## src/rtl/trb_pkg.sv

```systemverilog
package trb_pkg;

  localparam int unsigned REG_AW = 7;

  localparam logic [REG_AW-1:0] A_IDENT   = 7'd0;
  localparam logic [REG_AW-1:0] A_DEPTH   = 7'd1;
  localparam logic [REG_AW-1:0] A_WIDTH   = 7'd2;
  localparam logic [REG_AW-1:0] A_STATUS  = 7'd3;
  localparam logic [REG_AW-1:0] A_DATA    = 7'd4;
  localparam logic [REG_AW-1:0] A_RDPTR   = 7'd5;
  localparam logic [REG_AW-1:0] A_WRPTR   = 7'd6;
  localparam logic [REG_AW-1:0] A_TRIGCNT = 7'd7;
  localparam logic [REG_AW-1:0] A_CTRL    = 7'd8;

  // advance a ring index; depth is a power of two
  function automatic logic [31:0] ring_step(input logic [31:0] p, input int unsigned depth);
    return (p + 32'd1) & 32'(depth - 1);
  endfunction

  // status word: bit0 full, bit1 triggered, bit2 complete, bit3 flushed
  function automatic logic [31:0] pack_status(input logic full, input logic trig,
                                              input logic acq, input logic flush);
    return {28'd0, flush, acq, trig, full};
  endfunction

endpackage

```

## src/rtl/trb_ring_ram.sv

```systemverilog
module trb_ring_ram #(
  parameter int unsigned DEPTH  = 16,
  parameter int unsigned DATA_W = 32,
  parameter int unsigned AW     = 4
) (
  input  logic              clk,
  input  logic              we,
  input  logic [AW-1:0]     waddr,
  input  logic [DATA_W-1:0] wdata,
  input  logic [AW-1:0]     raddr,
  output logic [DATA_W-1:0] rdata
);

  logic [DATA_W-1:0] mem [DEPTH];

  always_ff @(posedge clk) begin
    if (we) mem[waddr] <= wdata;
  end

  assign rdata = mem[raddr];

endmodule

```

## src/rtl/trb_pointers.sv

```systemverilog
module trb_pointers #(
  parameter int unsigned DEPTH = 16,
  parameter int unsigned AW    = 4
) (
  input  logic          clk,
  input  logic          rst_n,
  input  logic          store_evt,
  input  logic          rd_adv_evt,
  input  logic          wp_wr,
  input  logic          rp_wr,
  input  logic [AW-1:0] wr_val,
  output logic [AW-1:0] wp,
  output logic [AW-1:0] rp,
  output logic          wrap_evt
);
  import trb_pkg::*;

  localparam logic [AW-1:0] LAST = AW'(DEPTH - 1);

  assign wrap_evt = store_evt && (wp == LAST);

  always_ff @(posedge clk or negedge rst_n) begin
    if (!rst_n)         wp <= '0;
    else if (wp_wr)     wp <= wr_val;
    else if (store_evt) wp <= AW'(ring_step(32'(wp), DEPTH));
  end

  always_ff @(posedge clk or negedge rst_n) begin
    if (!rst_n)          rp <= '0;
    else if (rp_wr)      rp <= wr_val;
    else if (rd_adv_evt) rp <= AW'(ring_step(32'(rp), DEPTH));
  end

endmodule

```

## src/rtl/trb_acq_ctrl.sv

```systemverilog
module trb_acq_ctrl #(
  parameter int unsigned CNT_W = 32
) (
  input  logic             clk,
  input  logic             rst_n,
  input  logic             cap_valid,
  input  logic             cap_trigger,
  input  logic             ctrl_wr,
  input  logic [1:0]       ctrl_val,
  input  logic             cnt_wr,
  input  logic [CNT_W-1:0] cnt_val,
  input  logic             wrap_evt,
  output logic             en_q,
  output logic             demux_q,
  output logic [CNT_W-1:0] cnt_q,
  output logic             full_q,
  output logic             trig_q,
  output logic             acq_q,
  output logic             flush_q,
  output logic             store_evt,
  output logic             done_evt,
  output logic             clr_evt
);

  logic armed, cnt_zero, cnt_last, trig_seen;

  assign trig_seen = en_q && cap_trigger;
  assign armed     = trig_q || trig_seen;
  assign cnt_zero  = (cnt_q == '0);
  assign cnt_last  = (cnt_q == CNT_W'(1));
  assign store_evt = en_q && cap_valid && !(armed && cnt_zero);
  assign done_evt  = en_q && armed && (cnt_zero || (cap_valid && cnt_last));
  assign clr_evt   = ctrl_wr && ctrl_val[0] && !en_q;

  always_ff @(posedge clk or negedge rst_n) begin
    if (!rst_n) begin
      en_q    <= 1'b0;
      demux_q <= 1'b0;
    end else if (ctrl_wr) begin
      en_q    <= ctrl_val[0];
      demux_q <= ctrl_val[1];
    end else if (done_evt) begin
      en_q    <= 1'b0;
    end
  end

  always_ff @(posedge clk or negedge rst_n) begin
    if (!rst_n)                  cnt_q <= '0;
    else if (cnt_wr)             cnt_q <= cnt_val;
    else if (store_evt && armed) cnt_q <= cnt_q - CNT_W'(1);
  end

  always_ff @(posedge clk or negedge rst_n) begin
    if (!rst_n) begin
      full_q  <= 1'b0;
      trig_q  <= 1'b0;
      acq_q   <= 1'b0;
      flush_q <= 1'b0;
    end else if (clr_evt) begin
      full_q  <= 1'b0;
      trig_q  <= 1'b0;
      acq_q   <= 1'b0;
      flush_q <= 1'b0;
    end else begin
      if (wrap_evt)  full_q  <= 1'b1;
      if (trig_seen) trig_q  <= 1'b1;
      if (done_evt)  acq_q   <= 1'b1;
      if (acq_q)     flush_q <= 1'b1;
    end
  end

endmodule

```

## src/rtl/trace_ring_buffer.sv

```systemverilog
module trace_ring_buffer #(
  parameter int unsigned DEPTH    = 16,
  parameter int unsigned DATA_W   = 32,
  parameter logic [31:0] ID_VALUE = 32'h5A71_0C3E
) (
  input  logic              clk,
  input  logic              rst_n,
  input  logic              cap_valid,
  input  logic [DATA_W-1:0] cap_data,
  input  logic              cap_trigger,
  input  logic [6:0]        reg_addr,
  input  logic [31:0]       reg_wdata,
  input  logic              reg_wr,
  input  logic              reg_rd,
  output logic [31:0]       reg_rdata
);
  import trb_pkg::*;

  localparam int unsigned AW    = $clog2(DEPTH);
  localparam int unsigned CNT_W = 32;

  // named internal events
  logic store_evt, wrap_evt, done_evt, clr_evt, rd_adv_evt;
  logic wp_wr, rp_wr, ctrl_wr, cnt_wr;
  logic cap_en, demux, full_flag, trig_flag, acq_flag, flush_flag;
  logic [AW-1:0]     wp, rp;
  logic [CNT_W-1:0]  trig_cnt;
  logic [DATA_W-1:0] ram_rdata;

  assign wp_wr      = reg_wr && (reg_addr == A_WRPTR);
  assign rp_wr      = reg_wr && (reg_addr == A_RDPTR);
  assign ctrl_wr    = reg_wr && (reg_addr == A_CTRL);
  assign cnt_wr     = reg_wr && (reg_addr == A_TRIGCNT);
  assign rd_adv_evt = reg_rd && (reg_addr == A_DATA);

  trb_acq_ctrl #(.CNT_W(CNT_W)) i_acq (
    .clk(clk), .rst_n(rst_n),
    .cap_valid(cap_valid), .cap_trigger(cap_trigger),
    .ctrl_wr(ctrl_wr), .ctrl_val(reg_wdata[1:0]),
    .cnt_wr(cnt_wr), .cnt_val(CNT_W'(reg_wdata)),
    .wrap_evt(wrap_evt),
    .en_q(cap_en), .demux_q(demux), .cnt_q(trig_cnt),
    .full_q(full_flag), .trig_q(trig_flag), .acq_q(acq_flag), .flush_q(flush_flag),
    .store_evt(store_evt), .done_evt(done_evt), .clr_evt(clr_evt)
  );

  trb_pointers #(.DEPTH(DEPTH), .AW(AW)) i_ptr (
    .clk(clk), .rst_n(rst_n),
    .store_evt(store_evt), .rd_adv_evt(rd_adv_evt),
    .wp_wr(wp_wr), .rp_wr(rp_wr), .wr_val(reg_wdata[AW-1:0]),
    .wp(wp), .rp(rp), .wrap_evt(wrap_evt)
  );

  trb_ring_ram #(.DEPTH(DEPTH), .DATA_W(DATA_W), .AW(AW)) i_ram (
    .clk(clk), .we(store_evt), .waddr(wp), .wdata(cap_data),
    .raddr(rp), .rdata(ram_rdata)
  );

  always_comb begin
    case (reg_addr)
      A_IDENT:   reg_rdata = ID_VALUE;
      A_DEPTH:   reg_rdata = 32'(DEPTH);
      A_WIDTH:   reg_rdata = 32'(DATA_W);
      A_STATUS:  reg_rdata = pack_status(full_flag, trig_flag, acq_flag, flush_flag);
      A_DATA:    reg_rdata = 32'(ram_rdata);
      A_RDPTR:   reg_rdata = 32'(rp);
      A_WRPTR:   reg_rdata = 32'(wp);
      A_TRIGCNT: reg_rdata = 32'(trig_cnt);
      A_CTRL:    reg_rdata = {30'd0, demux, cap_en};
      default:   reg_rdata = 32'd0;
    endcase
  end

endmodule

```

## config.mk

```make
export PLATFORM = sky130hd
export DESIGN_NAME = trace_ring_buffer
export DESIGN_NICKNAME = d
export VERILOG_FILES = /design/src/rtl/trb_pkg.sv /design/src/rtl/trb_ring_ram.sv /design/src/rtl/trb_pointers.sv /design/src/rtl/trb_acq_ctrl.sv /design/src/rtl/trace_ring_buffer.sv
export SDC_FILE = /design/constraint.sdc
export NUM_CORES = 1
export LEC_CHECK = 0
export ABC_AREA = 1
export BUFFER_PORTS_ARGS = -buffer_cell sky130_fd_sc_hd__buf_2
export CAP_MARGIN = 20
export CORE_UTILIZATION = 30
export DETAILED_ROUTE_END_ITERATION = 12
export RECOVER_POWER = 50
export SLEW_MARGIN = 40
export SYNTH_ARGS = -nofsm -noshare
export SYNTH_HDL_FRONTEND = slang
export SYNTH_SLANG_ARGS = --single-unit
```

## constraint.sdc

```tcl
create_clock -name clk -period 4.6 [get_ports clk]
set_clock_uncertainty 0.2 [all_clocks]
set_input_delay 0.69 -clock clk [delete_from_list [all_inputs] [get_ports clk]]
set_output_delay 0.69 -clock clk [all_outputs]
set_load 0.1 [all_outputs]
```

## Yosys cells after proc, flatten, opt, wreduce, memory -nomap -nowiden

Memories as Yosys holds them, arrays and structs flattened.
Index checks and enable logic that the tools add are counted.

| cells by class | value |
|---|---|
| add/sub/neg operators | 3 |
| multiply operators | 0 |
| div/mod/pow operators | 0 |
| $lt $le $gt $ge | 0 |
| eq/ne operators | 10 |
| shifts and indexed selects | 0 |
| mux-type cells | 19 |
| bitwise gates (word level) | 0 |
| reductions and logical operators | 30 |

Operators by type and width:

| cell | number |
|---|---|
| 32-bit case mux with 9 select lines | 1 |
| 32-bit 2-to-1 mux | 2 |
| 32-bit by 1-bit == test with 1-bit output, second input constant | 1 |
| 32-bit logical NOT | 1 |
| 32-bit by 1-bit subtractor with 32-bit output, second input constant | 1 |
| 7-bit by 3-bit == test with 1-bit output, second input constant | 4 |
| 1-bit logical AND | 16 |
| 4-bit 2-to-1 mux | 4 |
| 2-bit nonzero test | 8 |
| 7-bit by 2-bit == test with 1-bit output, second input constant | 2 |
| 1-bit 2-to-1 mux | 12 |
| 4-bit by 1-bit adder with 4-bit output, second input constant | 2 |
| 7-bit by 1-bit == test with 1-bit output, second input constant | 1 |
| 7-bit by 4-bit == test with 1-bit output, second input constant | 1 |
| 7-bit logical NOT | 1 |
| 4-bit == test, second input constant | 1 |
| 1-bit logical NOT | 2 |
| 1-bit logical OR | 2 |

| storage, ports and cells | value |
|---|---|
| register bits after elaboration | 46 |
| bits in latches | 0 |
| bits in writable memories | 512 |
| bits in read-only memories | 0 |
| input bits | 77 |
| memories kept | 1 |

Memories:

| name | depth | bits a word | read ports | clocked after memory_dff | wr ports | line | text |
|---|---|---|---|---|---|---|---|
| i_ram.mem | 16 | 32 | 1 | 0 | 1 | trb_ring_ram.sv:14 | `logic [DATA_W-1:0] mem [DEPTH];` |

## Logic depth before layout (Yosys ltp)

Gate-level depths: netlist (run 1).

| logic depth | value |
|---|---|
| word-level depth | 8 |
| mapped depth | 13 |
| gate-level depth less buffers | 12 |

## Cells and area by module

From an unflattened synthesis (run 1), not the netlist that was laid out.

| unflattened totals | value |
|---|---|
| cell total of the unflattened synthesis | 2783 |
| area, all modules | 26220.1 sq um |

By module, submodules not included:

| module | instances | cells an instance | area an instance (sq um) | sequential area each (sq um) |
|---|---|---|---|---|
| trb_ring_ram | 1 | 2088 | 22089.9 | 15374.7 |
| trb_acq_ctrl | 1 | 460 | 2824.0 | 950.9 |
| trace_ring_buffer | 1 | 179 | 857.1 | 0.0 |
| trb_pointers | 1 | 56 | 449.2 | 200.2 |

## Least setup slack after synthesis (run 1)

No wires, ideal clock.

| path | value |
|---|---|
| path kind | input port to output port |
| from | input port reg_addr[5] |
| to | output port reg_rdata[14] |
| arrival | 3.376 ns |
| setup slack | 0.334 ns |
| stages | 6 |
| cells stage by stage | nor2_1 nand2_1 inv_1 nand2_2 clkbuf_1 o21ai_0 |

| on the way | value |
|---|---|
| longest elaborated chain between the ends | 2 |
| elaborated cells between the ends (all ways) | 10 |

RTL lines:

| what | line | text |
|---|---|---|
| from (decl) | trace_ring_buffer.sv:11 | `input logic [6:0] reg_addr,` |
| 7-bit by 4-bit == test with 1-bit output, or another cell as far along | trace_ring_buffer.sv:60 | `case (reg_addr)` |
| 32-bit case mux with 9 select lines * | trace_ring_buffer.sv:60 |  |
| to (decl) | trace_ring_buffer.sv:15 | `output logic [31:0] reg_rdata` |

Every way passes the cells marked *; elsewhere a longest branch is shown, timed or not.

## Worst setup path after layout (run 1)

| path | value |
|---|---|
| from | register i_ptr.rp[0] |
| to | output port reg_rdata[6] |

| on the way | value |
|---|---|
| longest elaborated chain between the ends | 2 |

RTL lines:

| what | line | text |
|---|---|---|
| from (decl) | trb_pointers.sv:13 | `output logic [AW-1:0] rp,` |
| from (signal assigned) | trb_pointers.sv:30 | `else if (rp_wr) rp <= wr_val;` |
| from (signal assigned) | trb_pointers.sv:31 | `else if (rd_adv_evt) rp <= AW'(ring_step(32'(rp), DEPTH));` |
| memory 16 x 32 bit | -- |  |
| 32-bit case mux with 9 select lines | trace_ring_buffer.sv:60 |  |

No other way between the ends.

==> impl_metrics.env, run 1 <==
export IMPL_drive_gt1_share_pct=10.77
export IMPL_via_per_inst=4.920
export IMPL_leakage_uw=0.009767
export IMPL_cts_made_buffers=55
export IMPL_synth_seq_area_share_pct=68.16
export IMPL_worstPathRequired_ns=3.71
export IMPL_power_uw=12540
export IMPL_synth_area_per_cell_um2=10.96
export IMPL_vias=16680
export IMPL_syn2layout_area_growth_pct=14.68
export IMPL_yosysUniqueCellTypes=38
export IMPL_ios=109
export IMPL_critPathArrivalTime_ns=3.36
export IMPL_setup_violations_final=0
export IMPL_antenna_found_initial=7
export IMPL_cts_sinks=558
export IMPL_rsz0062_at_grt="false"
export IMPL_syn_cell_area_um2=24250
export IMPL_fp_dieW_um=286.3
export IMPL_hold_viol_final=0
export IMPL_fin_crit_ns=4.248
export IMPL_fin_crit_sh_pct=92.35
export IMPL_fmax_mhz=235.4
export IMPL_critical_path_class="register to output pin"
export IMPL_worstSetupEndpointType="output pin"
export IMPL_crit_path_start_kind="register"
export IMPL_cts_setup_buffers=0
export IMPL_p_per_area_nw_per_um2=451.0
export IMPL_start_util_pct=30.49
export IMPL_grt_max_degree=118
export IMPL_grt_remaining_overflow=0
export IMPL_place_gp_congestion=0.8832
export IMPL_route_detailed_drc=0
export IMPL_maxSlewViolCount=100
export IMPL_worst_pin_slew_ns=2.717
export IMPL_clock_latency_ns=0.62
export IMPL_die_area_um2=81960
export IMPL_hpwl_um=39330
export IMPL_cts_reportedPaths_clkPinSlew_ns=0.06
export IMPL_track_usage_pct=16.02
export IMPL_grt_pass1_wl_um=99900
export IMPL_cts_resized=0
export IMPL_cts_buffer_depth=3
export IMPL_first_pass_iters=5
export IMPL_grt_pass1_vias=15780
export IMPL_synth_nets=2297
export IMPL_violations="capacitance limit, slew limit"
export IMPL_io_buffers=108
export IMPL_timing_hold_ws_ns=0.1026
export IMPL_ant_nets=0
export IMPL_coreArea_um2=79520
export IMPL_maxCapViolCount=2
export IMPL_final_nets=2382
export IMPL_ctsHoldBuffers=1
export IMPL_ir_drop_mv=0.2603
export IMPL_htree_levels=2
export IMPL_yosys_warnings=0
export IMPL_clock_root_buffer="clkbuf_16"
export IMPL_rows=103
export IMPL_drt_iter0_drc=1759
export IMPL_wl_per_cell_um=19.64
export IMPL_critPathMaxFanout=63
export IMPL_ys_ff_latch=558
export IMPL_cts_tree="yes"
export IMPL_hold_path_class="primary input to register"
export IMPL_outcome="finished with violations"
export IMPL_antenna_cells=0
export IMPL_wirelength_um=66570
export IMPL_die_h_um=286.3
export IMPL_fin_setup_tns_ns=0
export IMPL_synthCells=2213
export IMPL_slew_headroom_pct=-81.14
==> kinds of logic after synthesis <==
| logic type | Yosys count | share of synthesized area (%) |
|---|---|---|
| DFF | 558 | 68.16 |
| and+or+nand+nor | 905 | 15.35 |
| xor gates and xnor gates | 7 | 0.2529 |
| adders and majority gates | 7 | 0.3612 |
| buffers and inverters | 239 | 4.505 |
| AOI/OAI and AO/OA | 497 | 11.37 |
==> metrics by stage <==
step                cells  utilization (%)  setup slack [ns]  instance area, um^2
floorplan            2213                -            0.3337                24250
global placement     3290            32.93             1.069                26190
detailed placement   3290            32.94             1.036                26190
CTS                  3389            35.08            0.4050                27890
global route         3389            34.97            0.2063                27810
finish               3389            34.97            0.3520                27810
==> synthesized netlist by cell type (all sizes together) <==
library cell	instances	share of area, %
buf	79	2.0
o211ai	57	1.8
inv	113	1.8
a21oi	33	0.68
o22ai	26	0.67
nor3b	1	0.031
nor2	385	6.1
xor2	6	0.22
nor3	4	0.083
nand3	140	3.0
xnor2	1	0.036
o221ai	3	0.11
o21bai	4	0.12
edfxtp	512	63
clkinv	1	0.021
o21ai	373	8.0
nand2	366	5.9
a31oi	1	0.026
or2	1	0.026
ha	7	0.36
clkbuf	46	0.72
nand4	8	0.21
dfrtp	46	4.7
==> state kept, by name (all words and copies together), names as in the netlist <==
| signal | flops |
|---|---|
| i_acq.trig_q | 1 |
| i_acq.demux_q | 1 |
| i_acq.full_q | 1 |
| i_acq.cnt_q | 32 |
| i_ptr.rp | 4 |
| i_acq.flush_q | 1 |
| i_ram.mem | 512 |
| i_acq.acq_q | 1 |
| i_acq.en_q | 1 |
| i_ptr.wp | 4 |
==> path summary, 6_finish.rpt <==
path / startpoint / endpoint / slack [ns] / cells past startpoint
max in group asynchronous: rst_n / i_ptr.rp[1] / 0.91 / 3
worst min-delay path: reg_wdata[27] / i_acq.cnt_q[27] / 0.10 / 3
min in group asynchronous: rst_n / i_ptr.wp[1] / 1.37 / 3
worst min register to register: i_acq.demux_q / i_acq.demux_q / 0.30 / 2
worst max-delay path: i_ptr.rp[0] / reg_rdata[6] / 0.35 / 11
worst max register to register: i_acq.cnt_q[0] / i_acq.cnt_q[19] / 0.67 / 12
==> power by group <==
group          leakage, uW  internal, uW  switching [uW]
Clock             0.000807          2370            1890
Sequential         0.00515          5700             200
Combinational      0.00381           698            1680
==> per-layer routing <==
metal	GRT usage, %	vias up	routed length [um]
li1	-	7930	-
met1	21.99	8123	29250
met2	26.07	515	31270
met3	2.774	95	4504
met4	4.305	12	1485
met5	0	-	65
==> cell type report <==
cell class | instances | area (um^2)
clock buffer | 69 | 1429
timing repair buffer | 153 | 1117
fill | 7817 | 51710
tap | 1050 | 1314
inverter | 114 | 441.7
clock inverter | 29 | 261.5
multi-input combinational | 1416 | 6706
sequential | 558 | 16540
==> worst max-delay path, stage by stage, from the launching register on <==
cell,delay [ns]
dfrtp_4,0.63
inv_6,0.34
buf_12,0.30
nor2_1,0.08
nor2_1,0.08
o21ai_0,0.10
o21ai_1,0.09
nand2_1,0.06
nand3_1,0.14
nand3_1,0.21
o21ai_1,0.19
buf_2,0.46
==> placed cells by master (no fill, tap or decap), types with 2 or more instances in the layout <==
cell | synthesis | layout
edfxtp_1 | 512 | 512
nor2_1 | 375 | 362
nand2_1 | 354 | 355
o21ai_0 | 323 | 325
nand3_1 | 138 | 138
inv_1 | 105 | 104
buf_2 | 53 | 69
o211ai_1 | 57 | 57
clkbuf_16 | 0 | 55
clkbuf_1 | 45 | 48
dfrtp_1 | 46 | 42
a21oi_1 | 33 | 33
o21ai_1 | 31 | 31
buf_4 | 8 | 27
o22ai_1 | 26 | 26
buf_12 | 1 | 21
clkinv_1 | 0 | 18
nor2_4 | 4 | 18
o21ai_2 | 19 | 17
nand2_2 | 10 | 10
nand4_1 | 8 | 8
ha_1 | 7 | 7
xor2_1 | 6 | 6
inv_2 | 7 | 5
nor2_2 | 6 | 5
nor3_1 | 4 | 4
clkinv_2 | 1 | 4
o21bai_1 | 4 | 4
inv_6 | 1 | 3
o221ai_1 | 3 | 3
bufinv_16 | 0 | 3
nand3_4 | 2 | 2
clkinv_16 | 0 | 2
clkinvlp_4 | 0 | 2
dfrtp_4 | 0 | 2
dfrtp_2 | 0 | 2
No activity file was read; power rests on OpenSTA's default activity.
==> run 2: changes to the inputs <==
--- a/config.mk
+++ b/config.mk
@@ -8,9 +8,11 @@
 export ABC_AREA = 1
 export BUFFER_PORTS_ARGS = -buffer_cell sky130_fd_sc_hd__buf_2
 export CAP_MARGIN = 20
+export CORE_MARGIN = 4
 export CORE_UTILIZATION = 30
 export DETAILED_ROUTE_END_ITERATION = 12
 export RECOVER_POWER = 50
+export REMOVE_ABC_BUFFERS = 1
 export SLEW_MARGIN = 40
 export SYNTH_ARGS = -nofsm -noshare
 export SYNTH_HDL_FRONTEND = slang
==> impl_metrics.env, run 2 (synthesized netlist as in run 1, its figures left out) <==
export IMPL_outcome="finished with violations"
export IMPL_violations="capacitance limit, slew limit"
export IMPL_ant_nets=0
export IMPL_power_uw=12640
export IMPL_grt_pass1_vias=15690
export IMPL_final_nets=2386
export IMPL_met2_length_um=32040
export IMPL_ios=109
export IMPL_place_gp_congestion=0.8702
export IMPL_route_detailed_drc=0
export IMPL_worst_pin_slew_ns=1.783
export IMPL_fill_cells=7749
export IMPL_leakage_uw=0.009882
export IMPL_fmax_mhz=239.3
export IMPL_fin_crit_ns=4.179
export IMPL_drt_iter0_drc=1937
export IMPL_maxSlewViolCount=30
export IMPL_maxUsedRoutingLayer="met5"
export IMPL_clock_root_buffer="clkbuf_16"
export IMPL_regMostFlops="i_ram.mem"
export IMPL_cts_setup_buffers=0
export IMPL_hpwl_um=44880
export IMPL_layout_cells_non_filler=3397
export IMPL_mostFrequentLayoutCell="edfxtp_1"
export IMPL_hold_viol_final=0
export IMPL_first_pass_iters=5
export IMPL_wl_met3_um=6455
export IMPL_multi_input_area_um2=6721
export IMPL_grt_remaining_overflow=0
export IMPL_reg_top3="i_ram.mem (512), i_acq.cnt_q (32)"
export IMPL_via_per_inst=5.045
export IMPL_worstSetupEndpointType="output pin"
export IMPL_setup_violations_final=0
export IMPL_mostFrequentLayoutCells="512 x edfxtp_1, 361 x nor2_1, 355 x nand2_1"
export IMPL_start_util_pct=30.49
export IMPL_cts_buffer_depth=3
export IMPL_cts_sinks=558
export IMPL_fp_dieW_um=292.3
export IMPL_drive_gt1_share_pct=11.30
export IMPL_pre_cts_ws_ns=0.8972
export IMPL_grt_max_degree=165
export IMPL_die_h_um=292.3
export IMPL_register_area_um2=16540
export IMPL_track_usage_pct=16.39
export IMPL_clock_latency_ns=0.65
export IMPL_fin_crit_sh_pct=90.84
export IMPL_rows=103
export IMPL_worstPathRequired_ns=3.71
export IMPL_largest_reg_flops=512
export IMPL_cts_made_buffers=55
export IMPL_grt_pass1_wl_um=105700
export IMPL_timing_hold_ws_ns=0.09913
export IMPL_wirelength_um=72380
export IMPL_fin_setup_tns_ns=0
export IMPL_maxCapViolCount=1
export IMPL_io_buffers=108
export IMPL_critPathMaxFanout=54
export IMPL_critical_path_class="register to output pin"
export IMPL_antenna_found_initial=7
export IMPL_dp_cells=3294
export IMPL_cts_tree="yes"
export IMPL_hold_path_class="primary input to register"
export IMPL_critPathArrivalTime_ns=3.29
export IMPL_p_per_area_nw_per_um2=447.4
export IMPL_vias=17140
export IMPL_cts_reportedPaths_clkPinSlew_ns=0.06
export IMPL_slew_headroom_pct=-18.84
export IMPL_coreArea_um2=79520
export IMPL_wl_per_cell_um=21.31
export IMPL_ir_drop_mv=0.2995
export IMPL_setup_slack_ns=0.4212
export IMPL_die_area_um2=85430
export IMPL_htree_levels=2
export IMPL_rsz0062_at_grt="false"
export IMPL_syn2layout_area_growth_pct=16.55
export IMPL_wl_met1_um=32060
export IMPL_crit_path_start_kind="register"
[run 2: path summary, 6_finish.rpt]
path	start	endpoint	slack, ns	cells past startpoint
worst max register to register	i_acq.cnt_q[0]	i_acq.cnt_q[28]	1.17	12
max in group asynchronous	rst_n	i_ptr.rp[0]	1.35	3
worst min register to register	i_acq.demux_q	i_acq.demux_q	0.32	2
min in group asynchronous	rst_n	i_acq.cnt_q[26]	0.88	2
worst min-delay path	reg_wdata[27]	i_acq.cnt_q[27]	0.1	3
worst max-delay path	i_ptr.rp[1]	reg_rdata[5]	0.42	9
[run 2: critical path: stages (launching register included)]
cell      delay [ns]
dfrtp_4         0.85
inv_2           0.38
buf_4           0.32
o211ai_1        0.11
o211ai_1        0.12
nand2_1         0.11
nand2_1         0.12
nand3_1         0.14
nand3_1         0.23
buf_12          0.25
[run 2: final cells by class]
type                       instances  share of cell area [%]
antenna                            2                 0.01771
clock buffer                      65                   5.003
clock inverter                    35                   1.094
inverter                         114                   1.554
multi-input combinational       1416                   23.79
sequential                       558                   58.52
tap                             1050                   4.649
timing repair buffer             157                   5.380
[run 2: repair_timing]
| item | 4_1_cts | 5_1_grt |
|---|---|---|
| hold buffers | 1 | 0 |
| endpoints found under the hold margin | 28 | 0 |
| resized for setup | 0 | 0 |
[run 2: through the flow]
step	area (um^2)	utilization, %
3_3_place_gp	26590	33.44
5_1_grt	28260	35.54
6_report	28260	35.54
2_1_floorplan	23590	-
4_1_cts	28330	35.62
3_5_place_dp	26590	33.44
[run 2: metal layers]
layer / up-vias / track usage (%)
met3: 120 / 3.162
li1: 7957 / -
met2: 722 / 24.75
met1: 8336 / 24.09
met5: - / 0
met4: 4 / 4.668
[run 2: report_power, final]
part / total [uW] / leakage [uW] / internal (uW) / switching, uW
combinational: 2380 / 0.00390 / 716 / 1660
sequential: 5930 / 0.00515 / 5700 / 232
clock: 4340 / 0.000838 / 2380 / 1960
total: 12600 / 0.00988 / 8790 / 3850
